$ cat src/rtl/freqsel_pkg.sv
package freqsel_pkg;

  typedef enum logic {
    PH_RUN  = 1'b0,
    PH_WAIT = 1'b1
  } phase_t;

  // Strobes from control to datapath
  typedef struct packed {
    logic commit;   // load pending state, restart divider
    logic holdOff;  // handshake in progress, mute rate strobe
  } ctlStrobe_t;

endpackage

$ cat src/rtl/freqsel_datapath.sv
module freqsel_datapath
  import freqsel_pkg::*;
#(
  parameter int NUM_STATES = 10,
  parameter int BUF_DEPTH  = 16,
  localparam int PTR_W = $clog2(BUF_DEPTH) + 1,
  localparam int IDX_W = $clog2(NUM_STATES)
) (
  input  logic             clk,
  input  logic             rstN,
  input  logic [PTR_W-1:0] wrPtr,
  input  logic [PTR_W-1:0] rdPtr,
  input  logic             cfgWrEn,
  input  logic [IDX_W-1:0] cfgIdx,
  input  logic [PTR_W-1:0] cfgThr,
  input  ctlStrobe_t       ctl,
  input  logic [IDX_W-1:0] pendState,
  output logic [IDX_W-1:0] curState,
  output logic             wantUp,
  output logic             wantDown,
  output logic [IDX_W-1:0] upTarget,
  output logic [IDX_W-1:0] lowIdx,
  output logic             rateStrobe
);

  localparam int TOP_IDX = NUM_STATES - 1;
  localparam int DIV_W   = (NUM_STATES > 1) ? NUM_STATES - 1 : 1;
  localparam logic [PTR_W-1:0] FULL = PTR_W'(BUF_DEPTH);

  logic [PTR_W-1:0] thrReg [NUM_STATES-1];
  logic [PTR_W-1:0] thrAll [NUM_STATES];
  logic [NUM_STATES-1:0] used;
  logic [PTR_W-1:0] occ;
  logic foundUp;
  logic [DIV_W-1:0] divCnt;
  logic [DIV_W:0]   divSpan;
  logic [DIV_W-1:0] divLast;

  // Threshold registers, writable at any time
  always_ff @(posedge clk or negedge rstN) begin
    if (!rstN) begin
      for (int k = 0; k < NUM_STATES - 1; k++) thrReg[k] <= FULL;
    end else if (cfgWrEn) begin
      for (int k = 0; k < NUM_STATES - 1; k++)
        if (cfgIdx == IDX_W'(k)) thrReg[k] <= cfgThr;
    end
  end

  // Slice ownership: a state is used when its slice is non-empty
  for (genvar g = 0; g < NUM_STATES; g++) begin : g_slice
    if (g == TOP_IDX) begin : g_top
      assign thrAll[g] = FULL;
      if (g == 0) begin : g_only
        assign used[g] = 1'b1;
      end else begin : g_rest
        assign used[g] = thrReg[g-1] != FULL;
      end
    end else if (g == 0) begin : g_first
      assign thrAll[g] = thrReg[g];
      assign used[g]   = thrReg[g] != '0;
    end else begin : g_mid
      assign thrAll[g] = thrReg[g];
      assign used[g]   = thrReg[g] != thrReg[g-1];
    end
  end

  assign occ = wrPtr - rdPtr;

  // Lowest used state and nearest used state above the current one
  always_comb begin
    lowIdx   = '0;
    upTarget = curState;
    foundUp  = 1'b0;
    for (int k = NUM_STATES - 1; k >= 0; k--) begin
      if (used[k]) begin
        lowIdx = IDX_W'(k);
        if (IDX_W'(k) > curState) begin
          upTarget = IDX_W'(k);
          foundUp  = 1'b1;
        end
      end
    end
  end

  assign wantUp   = (curState != IDX_W'(TOP_IDX)) && (occ > thrAll[curState]) && foundUp;
  assign wantDown = (occ == '0) && (curState != lowIdx);

  always_ff @(posedge clk or negedge rstN) begin
    if (!rstN)           curState <= '0;
    else if (ctl.commit) curState <= pendState;
  end

  // Clock-enable divider
  assign divSpan = (DIV_W+1)'(1) << (IDX_W'(TOP_IDX) - curState);
  assign divLast = DIV_W'(divSpan - 1'b1);

  always_ff @(posedge clk or negedge rstN) begin
    if (!rstN)                 divCnt <= '0;
    else if (ctl.commit)       divCnt <= '0;
    else if (divCnt >= divLast) divCnt <= '0;
    else                       divCnt <= divCnt + 1'b1;
  end

  assign rateStrobe = (divCnt == divLast) && !ctl.holdOff;

endmodule

$ cat src/rtl/freqsel_ctrl.sv
module freqsel_ctrl
  import freqsel_pkg::*;
#(
  parameter int NUM_STATES = 10,
  localparam int IDX_W = $clog2(NUM_STATES)
) (
  input  logic             clk,
  input  logic             rstN,
  input  logic             wantUp,
  input  logic             wantDown,
  input  logic [IDX_W-1:0] upTarget,
  input  logic [IDX_W-1:0] lowIdx,
  input  logic             idleAck,
  output ctlStrobe_t       ctl,
  output logic [IDX_W-1:0] pendState,
  output logic             idleReq
);

  phase_t phase;

  always_ff @(posedge clk or negedge rstN) begin
    if (!rstN) begin
      phase     <= PH_RUN;
      pendState <= '0;
    end else begin
      case (phase)
        PH_RUN: begin
          if (wantDown) begin
            pendState <= lowIdx;
            phase     <= PH_WAIT;
          end else if (wantUp) begin
            pendState <= upTarget;
            phase     <= PH_WAIT;
          end
        end
        default: begin
          if (idleAck) phase <= PH_RUN;
        end
      endcase
    end
  end

  assign idleReq     = (phase == PH_WAIT);
  assign ctl.holdOff = (phase == PH_WAIT);
  assign ctl.commit  = (phase == PH_WAIT) && idleAck;

endmodule

$ cat src/rtl/freqsel_top.sv
module freqsel_top
  import freqsel_pkg::*;
#(
  parameter int NUM_STATES = 10,
  parameter int BUF_DEPTH  = 16,
  localparam int PTR_W = $clog2(BUF_DEPTH) + 1,
  localparam int IDX_W = $clog2(NUM_STATES)
) (
  input  logic             clk,
  input  logic             rstN,
  input  logic [PTR_W-1:0] wrPtr,
  input  logic [PTR_W-1:0] rdPtr,
  input  logic             cfgWrEn,
  input  logic [IDX_W-1:0] cfgIdx,
  input  logic [PTR_W-1:0] cfgThr,
  input  logic             idleAck,
  output logic [IDX_W-1:0] stateIdx,
  output logic             rateStrobe,
  output logic             idleReq
);

  ctlStrobe_t       ctl;
  logic [IDX_W-1:0] pendState;
  logic             wantUp;
  logic             wantDown;
  logic [IDX_W-1:0] upTarget;
  logic [IDX_W-1:0] lowIdx;

  freqsel_datapath #(.NUM_STATES(NUM_STATES), .BUF_DEPTH(BUF_DEPTH)) dp_i (
    .clk(clk), .rstN(rstN), .wrPtr(wrPtr), .rdPtr(rdPtr),
    .cfgWrEn(cfgWrEn), .cfgIdx(cfgIdx), .cfgThr(cfgThr),
    .ctl(ctl), .pendState(pendState), .curState(stateIdx),
    .wantUp(wantUp), .wantDown(wantDown), .upTarget(upTarget),
    .lowIdx(lowIdx), .rateStrobe(rateStrobe)
  );

  freqsel_ctrl #(.NUM_STATES(NUM_STATES)) ctrl_i (
    .clk(clk), .rstN(rstN), .wantUp(wantUp), .wantDown(wantDown),
    .upTarget(upTarget), .lowIdx(lowIdx), .idleAck(idleAck),
    .ctl(ctl), .pendState(pendState), .idleReq(idleReq)
  );

endmodule

$ cat config.mk
export PLATFORM = sky130hd
export DESIGN_NAME = freqsel_top
export DESIGN_NICKNAME = d
export VERILOG_FILES = /design/src/rtl/freqsel_pkg.sv /design/src/rtl/freqsel_datapath.sv /design/src/rtl/freqsel_ctrl.sv /design/src/rtl/freqsel_top.sv
export SDC_FILE = /design/constraint.sdc
export NUM_CORES = 1
export LEC_CHECK = 0
export ABC_AREA = 1
export BUFFER_PORTS_ARGS = -buffer_cell sky130_fd_sc_hd__buf_2
export CAP_MARGIN = 40
export CORE_MARGIN = 2
export CORE_UTILIZATION = 50
export DETAILED_ROUTE_END_ITERATION = 10
export PLACE_DENSITY = 0.7
export SETUP_SLACK_MARGIN = 0.5
export SLEW_MARGIN = 20
export SYNTH_ARGS = -nofsm -noshare
export SYNTH_HDL_FRONTEND = slang
export SYNTH_SLANG_ARGS = --single-unit
$ cat constraint.sdc
create_clock -name clk -period 3.5 [get_ports clk]
set_clock_uncertainty 0.15 [all_clocks]
set_input_delay 0.525 -clock clk [delete_from_list [all_inputs] [get_ports clk]]
set_output_delay 0.525 -clock clk [all_outputs]
set_load 0.01 [all_outputs]
==> flow_summary.toml <==
[placement]
place_congestion = 0.891
pre_cts_ws_ns = 0.124
dp_cells = 736
portBuffers = 28
place_area_um2 = 4890
hpwlAfterDp_um = 8920

[synthesis]
synthCells = 600
yosys.cell_count.top_type = "nand2_1"
synthTopCellsByCount = "nand2_1 (145), nor2_1 (73), inv_1 (56)"
yosys-top-cells-area = "dfrtp_1 (30%), nand2_1 (12%), ha_1 (6.4%)"
async_flop_share_pct = 100
synth-edff-count = 0
ys_seq_elements = 63
ys_warn_count = 0
syn_area_um2 = 4500
syn_nets = 647
synthFlopType = "dfrtp_1"
netlist-cell-type-count = 45
yosysTopAreaCellShare_pct = 30.0
yosysSeqAreaShare_pct = 35.3
yosysTopAreaCell = "dfrtp_1"
avgSynthCellArea_um2 = 7.50

[critical_path]
required_ns = 2.82
crit_path_end_kind = "output port"
crit_arrival_ns = 2.51
cp_max_fo = 3
startpoint_type = "flip-flop"
path_class = "flip-flop to output port"

[route]
final_antenna_net_count = 0
avgRoutedWirePerCell_um = 15.4
initialDrtViolationCount = 220
drc = 0
first_pass_iters = 5
vias_per_cell = 5.47
vias = 4201
routed_wl_um = 11800

[clocking]
clk_latency_ns = 0.35
cts_htree_levels = 3
cts_sinks = 63
cts.clk_slew.worst_paths_ns = 0.08
cts_tree = "built"
cts_buffer_depth = 2
clock-root-buffer = "clkbuf_8"
cts_buffers = 9

[sta]
setup_violations = 0
setup_slack_ns = 0.315
holdWs_ns = 0.214
maxSlewViolCount = 0
fin_crit_sh_pct = 91.0
rsz0062_at_grt = "yes"
worst_slew_pin_slew_ns = 0.632
finalHoldViolCount = 0
maxSlewHeadroom_pct = 57.7
clock.fmax_mhz = 314
final.setup.tns_ns = 0
period_minus_slack_ns = 3.19

[power_and_ir_drop]
ir_drop_mv = 0.420
p_per_area_nw_per_um2 = 845
total_leakage_power_nw = 2.56
p_total_mw = 4.58

[finish]
syn_to_final_growth_pct = 20.3
post-route-util_pct = 62.1
drive_gt1_share_pct = 23.9
final_cells = 768
diodes = 0
final_cell_area_um2 = 5420
final_nets = 702

[global_routing]
grt_usage_pct = 25.5
grt_antenna_before_repair = 0
grt_pass1_wl_um = 19800
grt_pass1_vias = 4076
grt_max_degree = 32
overflow = 0

[floorplanning]
die_x_um = 98.9
io_pins = 29
core_area_um2 = 8720
rows = 34
start_util_pct = 51.6
dieArea_um2 = 9780
die_h_um = 98.9

[flow_run]
drv_cap = 0

[worst_hold_path]
hold_class = "input port to flip-flop"

[status]
outcome = "finished clean"
-- critical path, cell delays in order (launching register included) --
cell and delay (ns):
dfrtp_2 0.40, inv_4 0.05, ha_4 0.17, xor2_4 0.15, inv_2 0.11, nand3_4 0.09, ha_4 0.18, nand2_4 0.07
a21oi_2 0.04, xor2_1 0.17, ha_1 0.31, nand4_1 0.09, nor3_1 0.18, buf_2 0.15
-- logic make-up (layout without fill, tap and decap cells) --
logic type | count (synthesis) | after routing | share of synthesized area (%)
DFF | 63 | 63 | 35.3
and+or+nand+nor | 294 | 295 | 29.8
buffers and inverters | 74 | 133 | 6.23
AOI/OAI and AO/OA | 106 | 106 | 14.3
adders and majority gates | 24 | 24 | 6.84
xor gates and xnor gates | 39 | 39 | 7.59
-- layer usage --
layer	GRT usage [%]	vias to the layer above	part of all wire [%]	wire length [um]
li1	-	2093	-	-
met1	33.8	1977	46	5390
met2	42.4	108	47	5610
met3	4.18	23	4.9	583
met4	8.64	0	2.0	231
met5	0	-	0	0
-- timing repair --
action	CTS	global route
buffers inserted	10	3
hold buffers	0	1
endpoints found under the setup margin	15	15
pin swaps	18	12
cloned	1	0
hold endpoints to repair	0	25
resized for setup	18	24
-- state kept, by name (all words and copies together), names as in the netlist --
signal and count:
ctrl_i.idleReq 1, dp_i.curState 4, ctrl_i.pendState 4, dp_i.thrAll 45, dp_i.divCnt 9
-- placed cells by master, fill, tap and decap left out, types with 16 or more instances in the layout --
cell type,count
ha_1,21
buf_4,18
dfrtp_1,51
o21ai_0,46
nand3_1,27
nor2_1,67
buf_2,29
nand2_1,140
xor2_1,22
a21oi_1,16
xnor2_1,16
inv_1,52
-- path summary, 6_finish.rpt --
kind,slack [ns],endpoint,startpoint,cells past startpoint
worst max-delay path,0.31,rateStrobe,dp_i.curState[2],13
worst min register to register,0.34,dp_i.divCnt[0],dp_i.divCnt[0],1
worst min-delay path,0.21,ctrl_i.idleReq,idleAck,2
max in group asynchronous,2.08,dp_i.thrAll[29],rstN,4
worst max register to register,0.34,dp_i.divCnt[3],dp_i.curState[2],18
min in group asynchronous,0.50,dp_i.thrAll[32],rstN,3
-- where the power goes --
part / switching, mW / internal (mW) / total [mW] / leakage, nW
Sequential: 0.254 / 0.939 / 1.19 / 0.766
Clock: 0.311 / 0.350 / 0.662 / 0.0989
Combinational: 1.61 / 1.12 / 2.72 / 1.70
Total: 2.17 / 2.40 / 4.58 / 2.56
-- layout make-up --
cell class                 count  area [um^2]
clock buffer                  10          138
clock inverter                 6         67.6
fill                         777         3310
inverter                      66          260
multi-input combinational    464         2890
sequential                    63         1590
tap                          108          135
timing repair buffer          51          337
(Power assumes the default switching activity.)
